File: src/rtl/adc_rb_pkg.sv
package adc_rb_pkg;
  parameter int SAMPLE_W = 10;
  parameter int WORD_W   = 16;
  parameter int BYTE_W   = 8;
  parameter int PAD_W    = WORD_W - SAMPLE_W;

  // Place a sample at the top of a result word, zero below it.
  function automatic logic [WORD_W-1:0] justify(input logic [SAMPLE_W-1:0] s);
    return {s, {PAD_W{1'b0}}};
  endfunction
endpackage

File: src/rtl/adc_rb_store.sv
module adc_rb_store
  import adc_rb_pkg::*;
#(
  parameter int NUM_REGS = 4,
  parameter int IDX_W    = $clog2(NUM_REGS)
) (
  input  logic                               clk,
  input  logic                               rst,
  input  logic                               wr_en,
  input  logic [IDX_W-1:0]                   wr_idx,
  input  logic [SAMPLE_W-1:0]                wr_sample,
  output logic [NUM_REGS-1:0][WORD_W-1:0]    words_o
);
  logic [WORD_W-1:0] wr_word;
  assign wr_word = justify(wr_sample);

  for (genvar g = 0; g < NUM_REGS; g++) begin : g_slot
    logic hit;
    assign hit = wr_en && (wr_idx == IDX_W'(g));
    always_ff @(posedge clk) begin
      if (rst)      words_o[g] <= '0;
      else if (hit) words_o[g] <= wr_word;
    end
  end

  AST_WRITE_LANDS: assert property (@(posedge clk) disable iff (rst)
    wr_en |=> words_o[$past(wr_idx)] == {$past(wr_sample), {PAD_W{1'b0}}});
endmodule

File: src/rtl/adc_rb_rdport.sv
module adc_rb_rdport
  import adc_rb_pkg::*;
#(
  parameter int NUM_REGS = 4,
  parameter int IDX_W    = $clog2(NUM_REGS),
  parameter int ADDR_W   = IDX_W + 1
) (
  input  logic                             clk,
  input  logic                             rst,
  input  logic [NUM_REGS-1:0][WORD_W-1:0]  words_i,
  input  logic                             rd_en,
  input  logic [ADDR_W-1:0]                addr,
  output logic [BYTE_W-1:0]                rdata
);
  logic [IDX_W-1:0]  rd_idx;
  logic [WORD_W-1:0] sel_word;
  logic              hi_rd;
  logic              lo_rd;
  logic [BYTE_W-1:0] hold_q;

  assign rd_idx   = addr[ADDR_W-1:1];
  assign sel_word = words_i[rd_idx];
  assign hi_rd    = rd_en && !addr[0];
  assign lo_rd    = rd_en &&  addr[0];

  always_ff @(posedge clk) begin
    if (rst) begin
      rdata  <= '0;
      hold_q <= '0;
    end else if (hi_rd) begin
      rdata  <= sel_word[WORD_W-1:BYTE_W];
      hold_q <= sel_word[BYTE_W-1:0];
    end else if (lo_rd) begin
      rdata  <= hold_q;
    end
  end

  AST_LO_FROM_HOLD: assert property (@(posedge clk) disable iff (rst)
    lo_rd |=> rdata == $past(hold_q));
  AST_HOLD_RELOAD: assert property (@(posedge clk) disable iff (rst)
    hi_rd |=> hold_q == $past(sel_word[BYTE_W-1:0]));
  AST_LO_PAD_ZERO: assert property (@(posedge clk) disable iff (rst)
    lo_rd |=> rdata[PAD_W-1:0] == '0);
  AST_IDLE_STABLE: assert property (@(posedge clk) disable iff (rst)
    !rd_en |=> $stable(rdata));
endmodule

File: src/rtl/adc_result_bank.sv
module adc_result_bank
  import adc_rb_pkg::*;
#(
  parameter int NUM_REGS = 4,
  parameter int IDX_W    = $clog2(NUM_REGS),
  parameter int ADDR_W   = IDX_W + 1
) (
  input  logic                clk,
  input  logic                rst,
  input  logic                wr_en,
  input  logic [IDX_W-1:0]    wr_idx,
  input  logic [SAMPLE_W-1:0] wr_sample,
  input  logic                rd_en,
  input  logic [ADDR_W-1:0]   addr,
  output logic [BYTE_W-1:0]   rdata
);
  logic [NUM_REGS-1:0][WORD_W-1:0] words;

  adc_rb_store #(.NUM_REGS(NUM_REGS), .IDX_W(IDX_W)) u_store (
    .clk(clk), .rst(rst), .wr_en(wr_en), .wr_idx(wr_idx),
    .wr_sample(wr_sample), .words_o(words)
  );

  adc_rb_rdport #(.NUM_REGS(NUM_REGS), .IDX_W(IDX_W), .ADDR_W(ADDR_W)) u_rd (
    .clk(clk), .rst(rst), .words_i(words), .rd_en(rd_en),
    .addr(addr), .rdata(rdata)
  );

  AST_RESET_CLEAR: assert property (@(posedge clk)
    rst |=> rdata == '0);
endmodule

File: config.mk
export PLATFORM = sky130hd
export DESIGN_NAME = adc_result_bank
export DESIGN_NICKNAME = d
export VERILOG_FILES = /design/src/rtl/adc_rb_pkg.sv /design/src/rtl/adc_rb_store.sv /design/src/rtl/adc_rb_rdport.sv /design/src/rtl/adc_result_bank.sv
export SDC_FILE = /design/constraint.sdc
export NUM_CORES = 1
export LEC_CHECK = 0
export ABC_AREA = 1
export BUFFER_PORTS_ARGS = -buffer_cell sky130_fd_sc_hd__buf_2
export CORE_MARGIN = 3
export CORE_UTILIZATION = 57
export CTS_CLUSTER_SIZE = 12
export DETAILED_ROUTE_END_ITERATION = 7
export PLACE_DENSITY = 0.79
export SLEW_MARGIN = 10
export SYNTH_ARGS = -nofsm -noshare
export SYNTH_HDL_FRONTEND = slang
export SYNTH_SLANG_ARGS = --single-unit
File: constraint.sdc
create_clock -name clk -period 1 [get_ports clk]
set_input_delay 0.15 -clock clk [delete_from_list [all_inputs] [get_ports clk]]
set_output_delay 0.15 -clock clk [all_outputs]
set_load 0.02 [all_outputs]
# After elaboration in Yosys (flattened, before gate mapping)
# Index checks and enable logic that the tools add are counted.
# classes
eq_ne,3
magnitude_cmp,1
n_mux,4
reduce_logical,9
# ops
cell,count
$bmux W16 S2,1
$mux W16,1
$mux W8,2
$logic_and A1 B1 Y1,6
$eq A2 B2 Y1 const B,2
$lt A2 B3 Y1 const B,1
$eq A2 B1 Y1 const B,1
$logic_not A2 Y1,1
$reduce_bool A2 Y1,1
$logic_not A1 Y1,1
# totals
ff_bits,56
elab_cells,23
inputBits,19

# Depth between registers and ports, before layout
# logic_depth
depth_word,3
mapped_depth,7
mapped_depth_nobuf,6

# Hierarchy
# A second synthesis with hierarchy kept.
# hier_totals
hier_cells,553
area_unflattened_um2,3275.6
# by_module_without_submodules
mod,cells_per_inst,seq_area_each_um2,n_inst,area_per_inst_um2
adc_rb_store,286,800.8,1,1858.0
adc_rb_rdport,267,320.3,1,1417.6

# Least setup slack after synthesis
# OpenSTA, ideal clock, no wires.
# synth_timing
kind,input to register
start,input port rst
end,register u_store.words_o[10] (netlist bit)
arrival_time_ps,638
path_stages,3
required_ps,865
setup_slack_ps,227
cell_sequence,clkbuf_1 clkbuf_1 a211oi_1
# synth_lines
item,line,source
from (decl),adc_result_bank.sv:9,"input logic rst,"
"to (signal, indexed assignment)",adc_rb_store.sv:22,else if (hit) words_o[g] <= wr_word;
to (decl),adc_rb_store.sv:12,output logic [NUM_REGS-1:0][WORD_W-1:0] words_o
# No word-level cell between the ends.

# Final worst setup path
# layout_timing
start,register u_rd.rdata[5]
end,output port rdata[5]
# layout_lines
item,line,source
from (decl),adc_rb_rdport.sv:13,output logic [BYTE_W-1:0] rdata
from (signal assigned),adc_rb_rdport.sv:31,rdata <= sel_word[WORD_W-1:BYTE_W];
from (signal assigned),adc_rb_rdport.sv:34,rdata <= hold_q;
to (decl),adc_result_bank.sv:15,output logic [BYTE_W-1:0] rdata
# No word-level cell between the ends.

==> flow_metrics.env <==
export IMPL_grt_pass1_wl_um=7850
export IMPL_status="complete, no violations"
export IMPL_drtIter0Drc=119
export IMPL_post_route_drc_count=0
export IMPL_slew_violations=0
export IMPL_setup_viol=0
export IMPL_cp_start_kind="flop"
export IMPL_cp_end_kind="output pin"
export IMPL_cts_tree="done"
export IMPL_io_buffers=26
export IMPL_die_y_um=68.7
export IMPL_synth_edf_count=0
export IMPL_cts_sinks=50
export IMPL_ys_seq_area_share_pct=44.7
export IMPL_vias=2015
export IMPL_max_freq_mhz=1040
export IMPL_cp_top_family="flip-flops"
export IMPL_path_clk_slew_ns=0.09
export IMPL_crit_required_ns=0.85
export IMPL_yosys_top_cells_count="nand2_1, dfxtp_1, inv_1"
export IMPL_final_min_clock_period_ns=0.961
export IMPL_syn_area_um2=2240
export IMPL_r2r_slack_ns=0.17
export IMPL_synth_async_reset_ratio_pct=0
export IMPL_cp_startpoint="u_rd.rdata[5]"
export IMPL_grt_max_degree=29
export IMPL_hpwl_um=3400
export IMPL_synth_seq_cells=50
export IMPL_power_density_nw_per_um2=1500
export IMPL_synth_top_area_share_pct=44.7
export IMPL_htree_levels=2
export IMPL_grt_total_usage_pct=22.1
export IMPL_finalHoldViolCount=0
export IMPL_cts_made_buffers=5
export IMPL_core_um2=3720
export IMPL_rows=22
export IMPL_layout_drive_gt1_share_pct=18.3
export IMPL_crit_chain="buf_2"
export IMPL_routed_wl_um=4910
export IMPL_fin_area_um2=2640
export IMPL_p_leak_nw=1.18
export IMPL_io_pins=27
export IMPL_slowest_delay_ns=0.35
export IMPL_first_pass_iters=6
export IMPL_cts_root_buf="clkbuf_8"
export IMPL_dieWidth_um=68.7
export IMPL_grt_overflow=0
export IMPL_drtAntennaViolNets=0
export IMPL_placed_area_um2=2530
export IMPL_yosys_cell_types_count=13
export IMPL_diodes=0
export IMPL_finalNetCount=357
export IMPL_worstPathArrival_ns=0.81
export IMPL_final_cell_count_no_fill=387
export IMPL_dominantRegCellSynth="dfxtp_1"
export IMPL_crit_slowest_cell="dfxtp_1"
export IMPL_min_path_cells=3
export IMPL_hp_class="primary input to flop"
export IMPL_synth_most_common_cell="nand2_1"
export IMPL_cp_max_fo=2
export IMPL_synth_area_leader_cell="dfxtp_1"
export IMPL_tightest_slew_ns=0.221
export IMPL_r2r_start="u_store.words_o[30]"
export IMPL_wl_per_cell_um=12.7
export IMPL_reg2regPathDepth=6
export IMPL_area_growth_pct=18.0
export IMPL_ir_drop_mv=1.13
export IMPL_gp_congestion=0.811
export IMPL_cp_num_buf_inv=1
export IMPL_synthesis_nets=328
export IMPL_placedCellCount=379
export IMPL_whs_ns=0.151
export IMPL_clk_path_buf_depth=2
export IMPL_slew_headroom_pct=85.2
export IMPL_initial_core_util_pct=60.2
export IMPL_yosysWarnings=0
export IMPL_synth_cells=309
export IMPL_min_from="wr_sample[7]"
export IMPL_syn_area_per_cell_um2=7.24
export IMPL_criticalPathCategory="flop to output pin"
export IMPL_drt_vias_per_instance=5.21
export IMPL_hold_end="u_store.words_o[45]"
export IMPL_worstReg2RegEnd="u_rd.rdata[6]"
export IMPL_drv_cap=0
export IMPL_fin_skew_ns=0.00753
export IMPL_post_route_period_util_pct=96.1
export IMPL_grt_pass1_vias=1804
export IMPL_worstSkewPairLatency_ns=0.30
export IMPL_netlist_top_cells_area="dfxtp_1, a211oi_1, nand2_1"
export IMPL_dieArea_um2=4710
export IMPL_antenna_found_initial=0
## cell usage in the layout (no fill, tap or decap), types with 2 or more instances in the layout
cell,instances
a211oi_1,40
a21oi_2,10
buf_12,7
buf_2,23
buf_4,12
clkbuf_8,7
dfxtp_1,50
inv_1,46
inv_2,2
nand2_1,75
nand3_1,24
nor2_1,41
## cell type report
class                      count  area, um2
timing repair buffer          42        345
tap                           48       60.1
clock inverter                 1       8.76
sequential                    50       1000
fill                         306       1080
inverter                      49        184
multi-input combinational    190        943
clock buffer                   7       96.3
## through the flow
| step | power [W] | utilization, % | setup WS [ns] | TNS [ns] |
|---|---|---|---|---|
| 2_1_floorplan | 0.00251 | - | 0.227 | 0 |
| 3_3_place_gp | 0.00270 | 68.0 | 0.0885 | 0 |
| 3_5_place_dp | 0.00272 | 68.0 | 0.0272 | 0 |
| 4_1_cts | 0.00398 | 70.8 | 0.0164 | 0 |
| 5_1_grt | 0.00412 | 71.0 | -0.000187 | -0.000187 |
| 6_report | 0.00397 | 71.0 | 0.0386 | 0 |
## worst max path at each step
stage                               end  slack (ns)  cells after the start
floorplan           u_store.words_o[10]        0.23                      3
global placement          u_rd.rdata[0]        0.09                      8
detailed placement  u_store.words_o[43]        0.03                      7
CTS                            rdata[3]        0.02                      1
global route                   rdata[1]     -0.0002                      1
finish                         rdata[5]        0.04                      1
## what timing repair did
item	CTS	global route
gates resized for setup	0	3
buffers inserted	0	0
hold buffers	0	0
endpoints found under the hold margin	0	0
setup endpoints to repair	0	3
## registers in the layout, indices dropped and copies added, names as in the netlist
name             cells
u_store.words_o     40
u_rd.rdata           8
u_rd.hold_q          2
## power breakdown
part / switching (W) / internal, W
clock: 0.000652 / 0.000635
sequential: 0.0000278 / 0.00209
combinational: 0.000334 / 0.000229
total: 0.00101 / 0.00295
## cells by family after synthesis
family,Yosys count,synth area share (%)
and+or+nand+nor,140,24.8
buffers and inverters,69,13.1
DFF,50,44.7
AOI/OAI and AO/OA,50,17.3
## layer usage
| metal | up-vias | part of all wire [%] | track usage, % |
|---|---|---|---|
| met5 | - | 0 | 0 |
| met4 | 0 | 2.6 | 8.93 |
| met3 | 12 | 3.0 | 4.05 |
| met2 | 41 | 50 | 41.1 |
| met1 | 913 | 44 | 24.5 |
| li1 | 1049 | - | - |
Note: power is estimated with default switching activity, not from simulation.
